File: src/rtl/mac_pkg.sv
package mac_pkg;

    localparam int OPW   = 16;
    localparam int GUARD = 8;
    localparam int PRODW = 2 * OPW;
    localparam int ACCW  = PRODW + GUARD;
    localparam int RESW  = PRODW;
    localparam int SHW   = $clog2(RESW);

    typedef enum logic [2:0] {
        C_NOP  = 3'd0,
        C_ZERO = 3'd1,
        C_ACC  = 3'd2,
        C_DED  = 3'd3,
        C_WB   = 3'd4,
        C_FCLR = 3'd5,
        C_LOAD = 3'd6,
        C_RSV  = 3'd7
    } cmd_e;

    typedef struct packed {
        logic [SHW-1:0] shift;
        logic           wide;
        logic           sat;
    } wb_cfg_t;

    typedef struct packed {
        logic [RESW-1:0] data;
        logic            clamped;
    } wb_out_t;

    function automatic logic fits_signed(input logic [ACCW-1:0] v, input int bits);
        logic all1, all0;
        all1 = 1'b1;
        all0 = 1'b1;
        for (int i = 0; i < ACCW; i++) begin
            if (i >= bits - 1) begin
                all1 &= v[i];
                all0 &= ~v[i];
            end
        end
        return all1 | all0;
    endfunction

    function automatic logic [ACCW-1:0] sext_prod(input logic [PRODW-1:0] p);
        return {{GUARD{p[PRODW-1]}}, p};
    endfunction

endpackage

File: src/rtl/mac_mult.sv
module mac_mult
    import mac_pkg::*;
#(
    parameter int W = OPW
) (
    input  logic [W-1:0]   a,
    input  logic [W-1:0]   b,
    output logic [2*W-1:0] prod
);
    always_comb begin
        prod = $signed(a) * $signed(b);
    end
endmodule

File: src/rtl/mac_accum.sv
module mac_accum
    import mac_pkg::*;
(
    input  logic             clk,
    input  logic             rst,
    input  cmd_e             cmd,
    input  logic [PRODW-1:0] prod,
    output logic [ACCW-1:0]  acc,
    output logic             ovf
);
    logic [ACCW-1:0] pext, nxt;
    logic            wrap;

    always_comb begin
        pext = sext_prod(prod);
        nxt  = acc;
        wrap = 1'b0;
        unique case (cmd)
            C_ZERO: nxt = '0;
            C_LOAD: nxt = pext;
            C_ACC: begin
                nxt  = acc + pext;
                wrap = (acc[ACCW-1] == pext[ACCW-1]) && (nxt[ACCW-1] != acc[ACCW-1]);
            end
            C_DED: begin
                nxt  = acc - pext;
                wrap = (acc[ACCW-1] != pext[ACCW-1]) && (nxt[ACCW-1] != acc[ACCW-1]);
            end
            default: nxt = acc;
        endcase
    end

    always_ff @(posedge clk) begin
        if (rst) begin
            acc <= '0;
            ovf <= 1'b0;
        end else begin
            acc <= nxt;
            if (cmd == C_FCLR) ovf <= 1'b0;
            else if (wrap)     ovf <= 1'b1;
        end
    end

    AST_ACC_ZERO: assert property (@(posedge clk) disable iff (rst)
        (cmd == C_ZERO) |=> (acc == '0));
    AST_ACC_HOLD: assert property (@(posedge clk) disable iff (rst)
        (cmd inside {C_NOP, C_WB, C_FCLR, C_RSV}) |=> $stable(acc));
    AST_OVF_STICKY: assert property (@(posedge clk) disable iff (rst)
        (ovf && cmd != C_FCLR) |=> ovf);
    AST_OVF_CLEAR: assert property (@(posedge clk) disable iff (rst)
        (cmd == C_FCLR) |=> !ovf);
endmodule

File: src/rtl/mac_writeback.sv
module mac_writeback
    import mac_pkg::*;
(
    input  logic            clk,
    input  logic            rst,
    input  cmd_e            cmd,
    input  wb_cfg_t         cfg,
    input  logic [ACCW-1:0] acc,
    output logic [RESW-1:0] data,
    output logic            valid,
    output logic            sat
);
    logic [ACCW-1:0] shifted;
    wb_out_t         wo;
    logic            in_rng;
    logic            wide_q;

    always_comb begin
        shifted = $signed(acc) >>> cfg.shift;
        in_rng  = cfg.wide ? fits_signed(shifted, RESW) : fits_signed(shifted, OPW);
        wo      = '0;
        if (!in_rng && cfg.sat) begin
            wo.clamped = 1'b1;
            if (cfg.wide)
                wo.data = shifted[ACCW-1] ? {1'b1, {(RESW-1){1'b0}}} : {1'b0, {(RESW-1){1'b1}}};
            else
                wo.data = shifted[ACCW-1] ? {{(RESW-OPW+1){1'b1}}, {(OPW-1){1'b0}}}
                                          : {{(RESW-OPW+1){1'b0}}, {(OPW-1){1'b1}}};
        end else if (cfg.wide) begin
            wo.data = shifted[RESW-1:0];
        end else begin
            wo.data = {{(RESW-OPW){shifted[OPW-1]}}, shifted[OPW-1:0]};
        end
    end

    always_ff @(posedge clk) begin
        if (rst) begin
            data   <= '0;
            valid  <= 1'b0;
            sat    <= 1'b0;
            wide_q <= 1'b1;
        end else begin
            valid <= (cmd == C_WB);
            if (cmd == C_WB) begin
                data   <= wo.data;
                wide_q <= cfg.wide;
            end
            if (cmd == C_FCLR)                 sat <= 1'b0;
            else if (cmd == C_WB && wo.clamped) sat <= 1'b1;
        end
    end

    AST_WB_PULSE: assert property (@(posedge clk) disable iff (rst)
        (cmd == C_WB) |=> valid);
    AST_WB_QUIET: assert property (@(posedge clk) disable iff (rst)
        (cmd != C_WB) |=> !valid);
    AST_NARROW_SEXT: assert property (@(posedge clk) disable iff (rst)
        (valid && !wide_q) |-> (data[RESW-1:OPW] == {(RESW-OPW){data[OPW-1]}}));
    AST_SAT_STICKY: assert property (@(posedge clk) disable iff (rst)
        (sat && cmd != C_FCLR) |=> sat);
    AST_SAT_CLEAR: assert property (@(posedge clk) disable iff (rst)
        (cmd == C_FCLR) |=> !sat);
    AST_SAT_ONLY_WB: assert property (@(posedge clk) disable iff (rst)
        (!sat && cmd != C_WB) |=> !sat);
endmodule

File: src/rtl/mac_sat_unit.sv
module mac_sat_unit
    import mac_pkg::*;
(
    input  logic            clk,
    input  logic            rst,
    input  logic [2:0]      cmd,
    input  logic [OPW-1:0]  opnd_a,
    input  logic [OPW-1:0]  opnd_b,
    input  logic [SHW-1:0]  wb_shift,
    input  logic            wb_wide,
    input  logic            wb_sat,
    output logic [RESW-1:0] res_data,
    output logic            res_valid,
    output logic            sat_flag,
    output logic            ovf_flag
);
    cmd_e             c;
    wb_cfg_t          cfg;
    logic [PRODW-1:0] prod;
    logic [ACCW-1:0]  acc;

    assign c   = cmd_e'(cmd);
    assign cfg = '{shift: wb_shift, wide: wb_wide, sat: wb_sat};

    mac_mult #(.W(OPW)) u_mult (
        .a    (opnd_a),
        .b    (opnd_b),
        .prod (prod)
    );

    mac_accum u_acc (
        .clk  (clk),
        .rst  (rst),
        .cmd  (c),
        .prod (prod),
        .acc  (acc),
        .ovf  (ovf_flag)
    );

    mac_writeback u_wb (
        .clk   (clk),
        .rst   (rst),
        .cmd   (c),
        .cfg   (cfg),
        .acc   (acc),
        .data  (res_data),
        .valid (res_valid),
        .sat   (sat_flag)
    );

    AST_RESET_IDLE: assert property (@(posedge clk)
        rst |=> (!res_valid && !sat_flag && !ovf_flag && res_data == '0));
endmodule

File: config.mk
export PLATFORM = sky130hd
export DESIGN_NAME = mac_sat_unit
export DESIGN_NICKNAME = d
export VERILOG_FILES = /design/src/rtl/mac_pkg.sv /design/src/rtl/mac_mult.sv /design/src/rtl/mac_accum.sv /design/src/rtl/mac_writeback.sv /design/src/rtl/mac_sat_unit.sv
export SDC_FILE = /design/constraint.sdc
export NUM_CORES = 1
export LEC_CHECK = 0
export BUFFER_PORTS_ARGS = -buffer_cell sky130_fd_sc_hd__buf_2
export CORE_MARGIN = 5
export CORE_UTILIZATION = 60
export CTS_CLUSTER_DIAMETER = 50
export DETAILED_ROUTE_END_ITERATION = 6
export GPL_TIMING_DRIVEN = 0
export PLACE_DENSITY = 0.92
export SYNTH_ARGS = -nofsm -noshare
export SYNTH_HDL_FRONTEND = slang
export SYNTH_HIERARCHICAL = 1
export SYNTH_SLANG_ARGS = --single-unit
File: constraint.sdc
create_clock -name clk -period 8.1 [get_ports clk]
set_input_delay 0 -clock clk [delete_from_list [all_inputs] [get_ports clk]]
set_output_delay 0 -clock clk [all_outputs]
set_load 0.1 [all_outputs]
Word level (Yosys, flattened, before mapping). Index checks and enable logic that the tools add are counted.

Multipliers: 1. Add/subtract/negate cells: 2. Bitwise logic cells: 91. Shifts and indexed selects: 1. Reduce and logical (&&, ||, !) cells: 7. Muxes and demuxes: 9. Eq/ne operators: 10.

Operators by type and width (number): $mux 32 (5); $pmux 40 s4 (1); $and 1x1->1 (64); $add 40x40->40 (1); $sshr 40x5->40 (1); $sub 40x40->40 (1); $mul 16x16->32 (1); $not 1->1 (25); $eq 3x3->1 const B (3); $eq 3x2->1 const B (2); $logic_and 1x1->1 (4); $reduce_bool 4->1 (1); $eq 3x1->1 const B (1); $ne 1x1->1 (3); $mux 1 (2); $or 1x1->1 (2); $pmux 1 s2 (1); $reduce_or 2->1 (1); $eq 1x1->1 (1); $logic_not 1->1 (1).

Register bits after elaboration: 75. Logic and storage cells: 126. Output and inout port bits: 35. Bits of input ports: 44.

Logic depth before layout (Yosys ltp).
Depth after elaboration: 32. Mapped depth: 35. Mapped depth without buffers: 31.

By module. The synthesis kept the hierarchy.

Modules (own cells, without submodules): mac_mult (area an instance 10077.2 sq um, cells an instance 1125, times used 1, sequential area each 0.0 sq um); mac_accum (area an instance 6508.7 sq um, cells an instance 872, times used 1, sequential area each 820.8 sq um); mac_writeback (area an instance 4611.9 sq um, cells an instance 559, times used 1, sequential area each 680.7 sq um).

Worst setup path after synthesis. Ideal clock, no wire load.

Path type: input port to flip-flop. Start: in opnd_a[15]. End: reg u_acc.acc[39]. Buffers on the path: 3. Setup time: 0.091 ns. Path slack: -0.228 ns. Data required time: 8.009 ns. Stages: 31. Data arrival time: 8.237 ns. Cell sequence: clkbuf_1 -> nand2_1 -> inv_1 -> fa_1 -> fa_1 -> inv_1 -> fa_1 -> fa_1 -> fa_1 -> fa_1 -> inv_1 -> ha_1 -> clkbuf_1 -> a21o_1 -> a21oi_1 -> o221ai_1 -> a31oi_1 -> xnor2_1 -> inv_1 -> ha_1 -> buf_2 -> inv_1 -> o21ai_1 -> a21oi_1 -> o41ai_1 -> a32oi_2 -> a311o_2 -> mux2i_1 -> o21bai_1 -> a31oi_1 -> a311oi_1.

Longest elaborated chain between the ends: 3. Elaborated cells on any way between the ends: 4. Those cells by class: add/sub (2); mul (1); mux (1).

Ends and longest elaborated chain: from (decl) (line mac_sat_unit.sv:7) `input logic [OPW-1:0] opnd_a,`; $mul 16x16->32 (*) (line mac_mult.sv:11) `prod = $signed(a) * $signed(b);`; via prod[31] (line mac_sat_unit.sv:19) `logic [PRODW-1:0] prod;`; $sub 40x40->40 or $add 40x40->40 (tied branches) (line mac_accum.sv:26, mac_accum.sv:22); $pmux 40 s4 (*) (line mac_accum.sv:18) `unique case (cmd)`; to (signal assigned) (line mac_accum.sv:38) `acc <= nxt;`; to (decl) (line mac_accum.sv:8) `output logic [ACCW-1:0] acc,`.

Mark *: on every way through the listed nets, which the timed path passes. The rest lies on a longest branch. A chain may end at the register's enable or synchronous reset.

Worst setup path after layout.
Start: in opnd_b[5]. End: reg u_acc.acc[39].

Longest elaborated chain between the ends: 3. Elaborated cells on any way between the ends: 4. Those cells by class: add/sub (2); mul (1); mux (1).

Ends and longest elaborated chain: from (decl) (line mac_sat_unit.sv:8) `input logic [OPW-1:0] opnd_b,`; $mul 16x16->32 (*) (line mac_mult.sv:11); via prod[28] (line mac_sat_unit.sv:19); $sub 40x40->40 or $add 40x40->40 (tied branches) (line mac_accum.sv:26, mac_accum.sv:22); $pmux 40 s4 (*) (line mac_accum.sv:18).

Marks and branches as above.

==> flow_summary.yaml <==
timing:
  clock-skew-final_ps: 17.1
  slew_viol_final: 0
  relSlewSlack: 0.326
  hold_violations: 0
  fin_crit_sh: 1.01
  setup_viol: 1
  setup_total_negative_slack_ps: -51.8
  fin_ws_ps: -51.8
  tightest_slew_ps: 1000
  max_freq_mhz: 123
  finalCriticalPeriod_ps: 8150
  fin_hold_ws_ps: 151
worst_hold_path:
  hold_depth: 4
  worstHoldPathType: "in -> reg"
clock_network:
  cts.sinks: 75
  numCtsBuffers: 9
  cts_buffer_depth: 2
  ctsHtreeMaxLevel: 3
  tritoncts: "done"
  clk_pin_slew_ps: 80
  clk-insertion-delay-late_ps: 360
  cts_root_buf: "clkbuf_16"
worst_setup_path:
  r2r_start: "u_acc/acc[39]$_SDFFE_PP0P_"
  worstSetupPathType: "in -> reg"
  endpoint: "u_acc/acc[39]$_SDFFE_PP0P_"
  worstSetupStartpointType: "input pin"
  max_stage_delay_ps: 600
  end_kind: "flip-flop"
  worst_ep_arrival_time_ps: 8410
  r2r_cells: 14
  cp.required_ps: 8360
  reg2reg_setup_slack_ps: 3770
  cp_slowest_cell: "fa_2"
  cp-startpoint: "opnd_b[5]"
  critPathMaxFanout: 8
  r2r_end: "u_wb/data[27]$_SDFFE_PP0P_"
drt:
  first_pass_iters: 7
  drc_errors: 0
  vias: 21300
  drt_iter0_drc: 2952
  final_antenna_net_count: 0
  viasPerCell: 6.73
  wire_per_inst_um: 23.9
  routed_wl_um: 75600
die:
  row_count: 68
  initial_core_util: 0.611
  die_w_um: 198
  die-area_um2: 39200
  core-area_um2: 34700
  num_io_pins: 79
  chipHeight_um: 198
place:
  hpwlAfterDp_um: 57100
  dp_slack_ps: -1720
  routabilityCongestion: 0.996
  io_buffers: 74
  placed_cells: 3085
synthesis:
  syn_avg_cell_area_um2: 8.29
  netlist_instances: 2556
  synth-main-ff-cell: "dfxtp_1"
  synth-seq-cells: 75
  synthTopCellsByArea: "fa_1 25%, ha_1 9.4%, dfxtp_1 7.1%"
  synth-edff-count: 0
  synth_top_cell_area_share: 0.249
  syn_area_um2: 21200
  ys_top_cells_by_count: "362 x inv_1, 264 x fa_1, 242 x nand2_1"
  ys_types: 116
  synth_top_area_cell: "fa_1"
  yosys_warnings: 6
  synth_nets: 3024
  async_reset_ff_frac: 0
  synth_most_common_cell: "inv_1"
  ys_seq_area_frac: 0.0708
grt:
  grt_max_degree: 17
  grt_pass1_wl_um: 110000
  overflow: 0
  grt_usage: 0.352
  antenna_found_initial: 1
  grt_pass1_vias: 20800
final_layout:
  drive_gt1_frac: 0.175
  diodes: 0
  stdcell_count: 3163
  fin_nets: 3171
  area_growth_pct: 13.9
status:
  status: "complete, but fails checks"
  violations: "setup timing"
run:
  cap_viol_max_count: 0
worst min path at each step:
stage                     slack (ps)                         end                       start
after global routing             160   u_acc/acc[0]$_SDFFE_PP0P_                      cmd[1]
after floorplan                  100       u_wb/sat$_SDFFE_PP0P_                      cmd[0]
after detailed placement         450  u_wb/data[15]$_SDFFE_PP0P_  u_wb/data[15]$_SDFFE_PP0P_
final                            150   u_acc/acc[0]$_SDFFE_PP0P_                      cmd[1]
after CTS                        140   u_acc/acc[0]$_SDFFE_PP0P_                      cmd[2]
after global placement           450  u_wb/data[15]$_SDFFE_PP0P_  u_wb/data[15]$_SDFFE_PP0P_
placed cells by master (no fill, tap or decap), drive strengths merged, types with 37 or more instances in the layout:
cell / Yosys / routed
inv: 369 / 370
and2: 130 / 130
o21ai: 88 / 88
a21oi: 148 / 148
nand2: 242 / 242
fa: 264 / 264
nor2: 173 / 173
ha: 160 / 160
clkbuf: 102 / 80
xnor2: 55 / 55
dfxtp: 75 / 75
buf: 52 / 219
a211oi: 37 / 37
a21o: 39 / 39
mux2i: 65 / 65
metrics by stage:
step	util	area (um^2)
finish	0.696	24100
global route	0.696	24100
CTS	0.656	22800
detailed placement	0.638	22200
global placement	0.638	22100
floorplan	-	21200
layer usage:
layer | track usage | wire (um)
met4 | 0.183 | 5350
met1 | 0.432 | 26200
met3 | 0.0691 | 8370
met5 | 0 | 0
met2 | 0.591 | 35700
repair_timing:
item / 4_1_cts / 5_1_grt
hold buffers: 0 / 0
gates cloned: 0 / 2
resized for setup: 77 / 304
setup endpoints to repair: 16 / 19
setup buffers: 8 / 60
pin swaps: 15 / 81
registers in the layout, indices dropped and copies added, names as in the netlist:
name,flops
u_acc/acc,40
u_wb/sat,1
u_wb/data,32
u_acc/ovf,1
u_wb/valid,1
final cells by class:
cell class	count	area [um^2]
sequential	75	1500
multi-input combinational	1955	18300
timing repair buffer	144	1020
buffer	146	1040
clock inverter	7	58.8
tap	455	569
fill	2627	10600
inverter	372	1410
clock buffer	9	225
kinds of logic after synthesis:
group / synth area share
AND/OR/NAND/NOR: 0.176
AO/OA/AOI/OAI: 0.199
buffers and inverters: 0.102
adder cells (fa/ha/maj): 0.344
flip-flops: 0.0708
multiplexers: 0.0773
XOR/XNOR: 0.0306
critical path: cells and delay by family:
| kind | cells | cell delay (ps) |
|---|---|---|
| muxes | 1 | 170 |
| and+or+nand+nor | 5 | 900 |
| buffers and inverters | 11 | 1060 |
| AOI/OAI and AO/OA | 10 | 2660 |
| adders and majority gates | 8 | 3610 |
Power is left out: the tool's default activity adds up to more than one toggle a clock period on the data nets, which glitch-free logic cannot reach.
